===== config.mk =====
export PLATFORM = sky130hd
export DESIGN_NAME = hs_ctrl
export DESIGN_NICKNAME = d
export VERILOG_FILES = /design/src/rtl/hs_ctrl.sv
export SDC_FILE = /design/constraint.sdc
export NUM_CORES = 1
export LEC_CHECK = 0
export BUFFER_PORTS_ARGS = -buffer_cell sky130_fd_sc_hd__buf_2
export CAP_MARGIN = 25
export CORE_MARGIN = 2
export CORE_UTILIZATION = 30
export DETAILED_ROUTE_END_ITERATION = 10
export PLACE_DENSITY = 0.49
export SLEW_MARGIN = 30
export SYNTH_ARGS = -nofsm -noshare
export SYNTH_HDL_FRONTEND = slang
export SYNTH_SLANG_ARGS = --single-unit

===== constraint.sdc =====
create_clock -name clk -period 1.5 [get_ports clk]
set_clock_uncertainty 0.15 [all_clocks]
set_input_delay 0.15 -clock clk [delete_from_list [all_inputs] [get_ports clk]]
set_output_delay 0.15 -clock clk [all_outputs]
set_load 0.02 [all_outputs]

===== src/rtl/hs_ctrl.sv =====
module hs_ctrl #(
  parameter int NDET      = 3,
  parameter int DELAY_CYC = 5
) (
  input  logic            clk,
  input  logic            rst_n,
  input  logic            req_in,
  input  logic [NDET-1:0] det_busy,
  output logic            ack,
  output logic            proto_err
);
  localparam int CW = $clog2(DELAY_CYC + 1);

  logic            req_m, req_s, req_q;
  logic [NDET-1:0] busy_m, busy_s;
  logic [CW-1:0]   cnt;
  logic            valid, dly_done;

  assign valid    = ~|busy_s;
  assign dly_done = (cnt == CW'(DELAY_CYC));

  always_ff @(posedge clk or negedge rst_n) begin
    if (!rst_n) begin
      req_m  <= 1'b0;
      req_s  <= 1'b0;
      req_q  <= 1'b0;
      busy_m <= '0;
      busy_s <= '0;
    end else begin
      req_m  <= req_in;
      req_s  <= req_m;
      req_q  <= req_s;
      busy_m <= det_busy;
      busy_s <= busy_m;
    end
  end

  always_ff @(posedge clk or negedge rst_n) begin
    if (!rst_n)        cnt <= '0;
    else if (!req_s)   cnt <= '0;
    else if (!dly_done) cnt <= cnt + CW'(1);
  end

  always_ff @(posedge clk or negedge rst_n) begin
    if (!rst_n) begin
      ack       <= 1'b0;
      proto_err <= 1'b0;
    end else begin
      ack       <= ack ? req_s : (req_s & dly_done & valid);
      proto_err <= req_q & ~req_s & ~ack;
    end
  end

  assert_rise_after_delay_R2: assert property (@(posedge clk) disable iff (!rst_n)
    $rose(ack) |-> $past(dly_done) && $past(req_s));
  assert_rise_needs_valid_R4: assert property (@(posedge clk) disable iff (!rst_n)
    $rose(ack) |-> $past(valid));
  assert_fall_after_req_R5: assert property (@(posedge clk) disable iff (!rst_n)
    $fell(ack) |-> !$past(req_s));
  assert_ack_held_R6: assert property (@(posedge clk) disable iff (!rst_n)
    ack && req_s |=> ack);
  assert_abort_flag_R7: assert property (@(posedge clk) disable iff (!rst_n)
    $fell(req_s) && !ack |=> proto_err);
  assert_err_no_ack_R7: assert property (@(posedge clk) disable iff (!rst_n)
    proto_err |-> !ack);
  assert_idle_quiet_R9: assert property (@(posedge clk) disable iff (!rst_n)
    !req_s && !ack |=> !ack);
endmodule


# Word-level counts from Yosys, hierarchy flattened
# Index checks and enable logic that the tools add are counted.
# classes
n_addsub	1
eq_ne	2
n_mux	3
n_bitwise	6
reduce_logical	2
# op_table
operator	n
two-way mux 3 bit	2
AND 1 bit	4
adder 3 x 1 -> 3 bit (second input constant)	1
equality test 3 bit (second input constant)	1
OR reduction 3 bit	1
inequality test 2 bit (second input constant)	1
inverter 1 bit	2
zero test 1 bit	1
two-way mux 1 bit	1
# word_totals
reg_bits	14
elab_cells	22

# Depth between registers and ports, before layout
# Gate-level depths: netlist of the first run.
# depth
depth_word	4
depth_mapped	4
depth_no_buf	4

# Worst setup path before layout of the first run
# Ideal clock, no wire load.
# synth_timing
path_type	register to register
startpoint	register cnt[0]
endpoint	register cnt[0]
setup_ns	0.119
arrival_time_ns	0.976
slack_ns	0.255
path_stages_with_launch	4
n_path_buf	0
cell_sequence	dfrtp_1 ha_1 and3_1 o21a_1
# synth_between
elab_chain_len	3
word_cells_on_any_way	5
cone_classes	add/sub: 1; eq/ne: 2; mux: 2
# synth_lines
item	line_no	source
start: declaration	16	logic [CW-1:0] cnt;
start signal: assignment	41	else if (!dly_done) cnt <= cnt + CW'(1);
adder 3 x 1 -> 3 bit	41	
two-way mux 3 bit	41	
two-way mux 3 bit	40	else if (!req_s) cnt <= '0;
# Several ways; a longest one is shown, not always the timed one. The select of a mux whose other input is x is not followed.
# A chain may end at the register's enable or synchronous reset.

# Final worst setup path of the first run
# Ends and elaborated chain as after synthesis.

==> flow_summary.yaml, run 1 <==
outcome:
  status: "finished, final reports clean"
floorplanning:
  io_pins: 8
  rows: 14
  core_area_mm2: 0.001471
  start_util_pct: 31.55
  dieHeight_um: 43.34
  die_area_mm2: 0.001878
  dieWidth_um: 43.34
critical_path:
  crit_chain: "ha_1 > and3_1 > o21a_1"
  critical_path.max_stage_delay_ps: 410
  arrival_ps: 1330
  cp_max_fo: 6
  path_buf_inv: 0
  worstSetupStartpointType: "flop"
  crit_family: "flip-flops"
  critPathRequiredTime_ps: 1510
  cp-end-kind: "flop"
  path_class: "reg -> reg"
  critPathSlowestCell: "dfrtp_1"
power_and_ir_drop:
  p_total_uw: 714.1
  peakVddDrop_mv: 0.5743
  swShare_pct: 19.79
  leakagePower_uw: 0.0002931
  pwr-share-comb_pct: 7.2
  p_switching_uw: 141.3
  intPower_uw: 572.8
  power_density_mw_per_mm2: 1179
  clkPwrFrac_pct: 35.1
  seqPwrFrac_pct: 57.6
timing:
  worst_pin_slew_ps: 288.5
  clock.fmax_mhz: 757.5
  min_period_ps: 1320
  finalHoldViolCount: 0
  fin_setup_tns_ps: 0
  setup_viol: 0
  min_period_over_period_pct: 88.00
  max-slew-margin-rel_pct: 80.77
  fin_hold_ws_ps: 137.7
  finalMaxSlewViolations: 0
  rsz0062_at_grt: "no"
place:
  place_area_um2: 519.2
  place_congestion: 0.5771
  numPortBuffers: 7
layout:
  finalNetCount: 54
  drive_gt1_share_pct: 26.67
  stdcell_area_um2: 605.6
  antenna_cells: 0
  syn2layout_area_growth_pct: 30.46
logic_synthesis:
  netlist.area_leader.share_pct: 75.47
  synthTopCellsByArea: "dfrtp_1, ha_1, nor4b_2, o21a_1, and3_1"
  yosys.cell_count.top_type: "dfrtp_1"
  async_reset_ff_share_pct: 100.0
  syn_nets: 37
  netlist_instances: 29
  synth.distinct_cells: 11
  synthFlopType: "dfrtp_1"
  syn_avg_cell_area_um2: 16.01
  ys_seq_area_share_pct: 75.47
  post-synth-top-area-cell: "dfrtp_1"
  synth_area_um2: 464.2
  ys_ff_latch: 14
  synth_edf_count: 0
  ys_warn_count: 0
clock_tree:
  cts_resized: 0
  clock_path_buffers: 2
  insertion_delay_ps: 260
  cts_tree: "built"
  cts_buffers: 3
  path_clk_slew_ps: 70
  h-tree-depth: 1
  clock_sinks: 14
  root_buffer: "clkbuf_4"
global_routing:
  grt_remaining_overflow: 0
  grt_max_degree: 15
  grt_use_total_pct: 8.348
  antenna_found_initial: 0
  grt_pass1_wl_um: 1110
  grt_pass1_vias: 295
routing:
  remaining_drc_errors: 0
  drt_iter0_drc: 3
  wl_per_cell_um: 9.934
  viasPerCell: 4.689
  antenna_left: 0
  wl_um: 606
  dr_total_vias: 286
  first_pass_iters: 3
job:
  maxCapViolations: 0
min_path:
  hold_class: "in -> async"
-- power by group through the flow --
stage               Clock (µW)  Sequential, µW  Combinational (µW)
global route               283             415                59.2
CTS                        263             412                52.8
finish                     251             412                51.6
global placement             0             418                40.3
floorplan                    0             418                22.5
detailed placement           0             420                43.0
-- final cells by class --
cell class	instances	area [µm²]
inverter	2	7.507
multi-input combinational	13	106.4
fill	151	865.8
timing repair buffer	12	85.08
clock buffer	4	36.28
tap	16	20.02
sequential	14	350.3
-- registers in the layout (all words and copies together), names as in the netlist --
| signal | cells |
|---|---|
| ack | 1 |
| busy_m | 3 |
| busy_s | 3 |
| cnt | 3 |
| proto_err | 1 |
| req_m | 1 |
| req_q | 1 |
| req_s | 1 |
-- cells by family after synthesis --
kind of cell             share of synthesized area (%)
AND/OR/NAND/NOR                                  7.546
AO/OA/AOI/OAI                                    9.972
adder cells (fa/ha/maj)                          5.390
flip-flops                                       75.47
buffers and inverters                            1.618
-- per-layer routing --
| metal | GRT usage [%] | part of all wire (%) | vias to the layer above |
|---|---|---|---|
| met2 | 14.03 | 50 | 10 |
| met4 | 5.455 | 0.83 | 0 |
| li1 | - | - | 134 |
| met5 | 0 | 0 | - |
| met3 | 3.750 | 7.3 | 2 |
| met1 | 8.264 | 41 | 140 |
-- path summary, 6_finish.rpt --
kind,from,end,slack (ps),cells past startpoint
setup / recovery,cnt[0],cnt[0],180,3
hold / removal,rst_n,req_m,140,2
setup reg to reg,cnt[0],cnt[0],180,3
hold reg to reg,req_m,req_s,200,0
max in group asynchronous,rst_n,cnt[0],840,2
min in group clk,req_m,req_s,200,0
-- placed cells by master (no fill, tap or decap), drive strengths merged --
| cell | count |
|---|---|
| a21oi | 2 |
| a31oi | 1 |
| a32o | 1 |
| and3 | 2 |
| buf | 7 |
| clkbuf | 4 |
| dfrtp | 14 |
| dlygate4sd3 | 5 |
| ha | 2 |
| inv | 2 |
| nor3b | 1 |
| nor4b | 1 |
| o21a | 2 |
| o21ai | 1 |
-- timing repair --
| action | in CTS | in global routing |
|---|---|---|
| hold buffers | 5 | 0 |
| hold endpoints to repair | 18 | 0 |
| buffers inserted | 0 | 0 |
-- per-stage QoR --
stage / util, % / instances / setup slack (ps)
CTS: 41.16 / 61 / 177.1
global placement: 35.29 / 52 / 239.3
global route: 41.16 / 61 / 97.66
finish: 41.16 / 61 / 179.9
detailed placement: 35.29 / 52 / 187.8
floorplan: - / 29 / 255.1
(Power assumes the default switching activity.)
==> run 2, diff against run 1 <==
- ABC_AREA: default -> 1
==> run 2 against run 1 <==
Net effect: die area grew 3.4%; first-iteration DRC count is the same; routed wire length grew 16%; largest power group unchanged.
==> flow_summary.yaml, run 2 <==
power_and_ir_drop:
  power_density_mw_per_mm2: 1164
  p_total_uw: 719.6
  leakagePower_uw: 0.0003186
  peakVddDrop_mv: 0.4978
clock_tree:
  h-tree-depth: 1
  path_clk_slew_ps: 80
  insertion_delay_ps: 270
  cts_buffers: 3
  clock_path_buffers: 2
  cts_resized: 0
  cts_tree: "built"
  clock_sinks: 14
  root_buffer: "clkbuf_4"
floorplanning:
  io_pins: 8
  dieWidth_um: 44.07
  rows: 14
  die_area_mm2: 0.001942
  dieHeight_um: 44.07
  start_util_pct: 31.98
  core_area_mm2: 0.001506
critical_path:
  cp.depth: 5
  cp-end-kind: "flop"
  critical_path.max_stage_delay_ps: 410
  critPathSlowestCell: "dfrtp_1"
  arrival_ps: 1230
  worstSetupStartpointType: "flop"
  critPathRequiredTime_ps: 1510
  crit_family: "flip-flops"
  crit_chain: "inv_1 > ha_1 > nand3_2 > nand3_1 > nand2_1"
  cp_max_fo: 4
  path_class: "reg -> reg"
  path_buf_inv: 1
  ff2ff_path_depth: 5
timing:
  min_period_over_period_pct: 81.08
  fin_hold_ws_ps: 150.3
  setup_viol: 0
  worst_pin_slew_ps: 301.0
  rsz0062_at_grt: "no"
  max-slew-margin-rel_pct: 79.94
  finalHoldViolCount: 0
  min_period_ps: 1216
  fin_setup_tns_ps: 0
  setup_slack_ps: 283.8
  clock.fmax_mhz: 822.2
  finalMaxSlewViolations: 0
logic_synthesis:
  ys_warn_count: 0
  yosys.cell_count.top_type: "dfrtp_1"
  syn_avg_cell_area_um2: 12.68
  synth_edf_count: 0
  synthTopCellsByArea: "dfrtp_1, ha_1, inv_1, nand2_1, nand4_1"
  post-synth-top-area-cell: "dfrtp_1"
  netlist.area_leader.share_pct: 72.73
  synth.distinct_cells: 12
  synth_area_um2: 481.7
  synthFlopType: "dfrtp_1"
  syn_nets: 46
  netlist_instances: 38
  ys_ff_latch: 14
  synth.top_cells.by_count: "dfrtp_1, inv_1, nand2_1, nor2_1"
  ys_seq_area_share_pct: 72.73
  async_reset_ff_share_pct: 100.0
routing:
  viasPerCell: 4.478
  remaining_drc_errors: 0
  antenna_left: 0
  first_pass_iters: 3
  drt_iter0_drc: 3
  wl_per_cell_um: 10.16
  dr_total_vias: 309
  wl_um: 701
layout:
  drive_gt1_share_pct: 22.64
  layout_commonest_cell: "dfrtp_1"
  fillers: 150
  finalNetCount: 62
  antenna_cells: 0
  reg_top3: "busy_m x3, busy_s x3, cnt x3"
  layout_common_cells: "dfrtp_1, buf_2, inv_1, nand2_1, dlygate4sd3_1"
  syn2layout_area_growth_pct: 28.31
place:
  pre_cts_slack_ps: 285.2
  place_congestion: 0.6536
  numPortBuffers: 7
  hpwl_um: 500
global_routing:
  grt_use_total_pct: 9.122
  grt_remaining_overflow: 0
  grt_max_degree: 15
  grt_pass1_vias: 321
  grt_pass1_wl_um: 1255
  antenna_found_initial: 0
min_path:
  hold_class: "in -> async"
outcome:
  status: "finished, final reports clean"
job:
  maxCapViolations: 0
-- run 2: what timing repair did --
item | in CTS | in global routing
buffers inserted | 0 | 0
hold endpoints to repair | 18 | 0
hold buffers | 5 | 0
-- run 2: per-layer routing --
layer	GRT usage [%]	wire length (µm)	vias to the layer above
met2	13.82	368	8
met1	10.88	296	150
met4	3.636	0	0
met5	0	0	-
met3	4.898	36	0
li1	-	-	151
-- run 2: area by class of cell --
type                            count  area (µm²)  share of cell area [%]
Tap cell                           16       20.02                   3.239
Clock buffer                        4       36.28                   5.870
Inverter                            5       18.77                   3.036
Multi-Input combinational cell     18       107.6                   17.41
Sequential cell                    14       350.3                   56.68
Timing Repair Buffer               12       85.08                   13.77
-- run 2: power breakdown --
part | total, µW | switching [µW] | leakage (µW) | internal [µW]
logic | 50.9 | 25.9 | 0.000127 | 24.9
registers | 412 | 13.8 | 0.000171 | 398
clock network | 257 | 110 | 0.0000210 | 147
-- run 2: final timing paths --
path	slack (ps)	endpoint	from
max	280	cnt[0]	cnt[1]
min	150	cnt[0]	rst_n
max reg2reg	280	cnt[0]	cnt[1]
min reg2reg	200	busy_s[1]	busy_m[1]
max in group asynchronous	820	busy_s[1]	rst_n
min in group clk	200	busy_s[1]	busy_m[1]
-- run 2: metrics by stage --
stage | cells | util, % | instance area, µm²
after floorplan | 38 | - | 481.7
after global placement | 60 | 35.30 | 531.8
after detailed placement | 60 | 35.30 | 531.8
after CTS | 69 | 41.03 | 618.1
after global routing | 69 | 41.03 | 618.1
final | 69 | 41.03 | 618.1
-- run 2: kinds of logic (layout without fill, tap and decap cells) --
logic type | after synthesis | in the layout | synth area share [%]
adder cells (fa/ha/maj) | 2 | 2 | 5.194
AO/OA/AOI/OAI | 2 | 2 | 2.597
flip-flops | 14 | 14 | 72.73
buffers and inverters | 6 | 21 | 4.934
AND/OR/NAND/NOR | 14 | 14 | 14.55
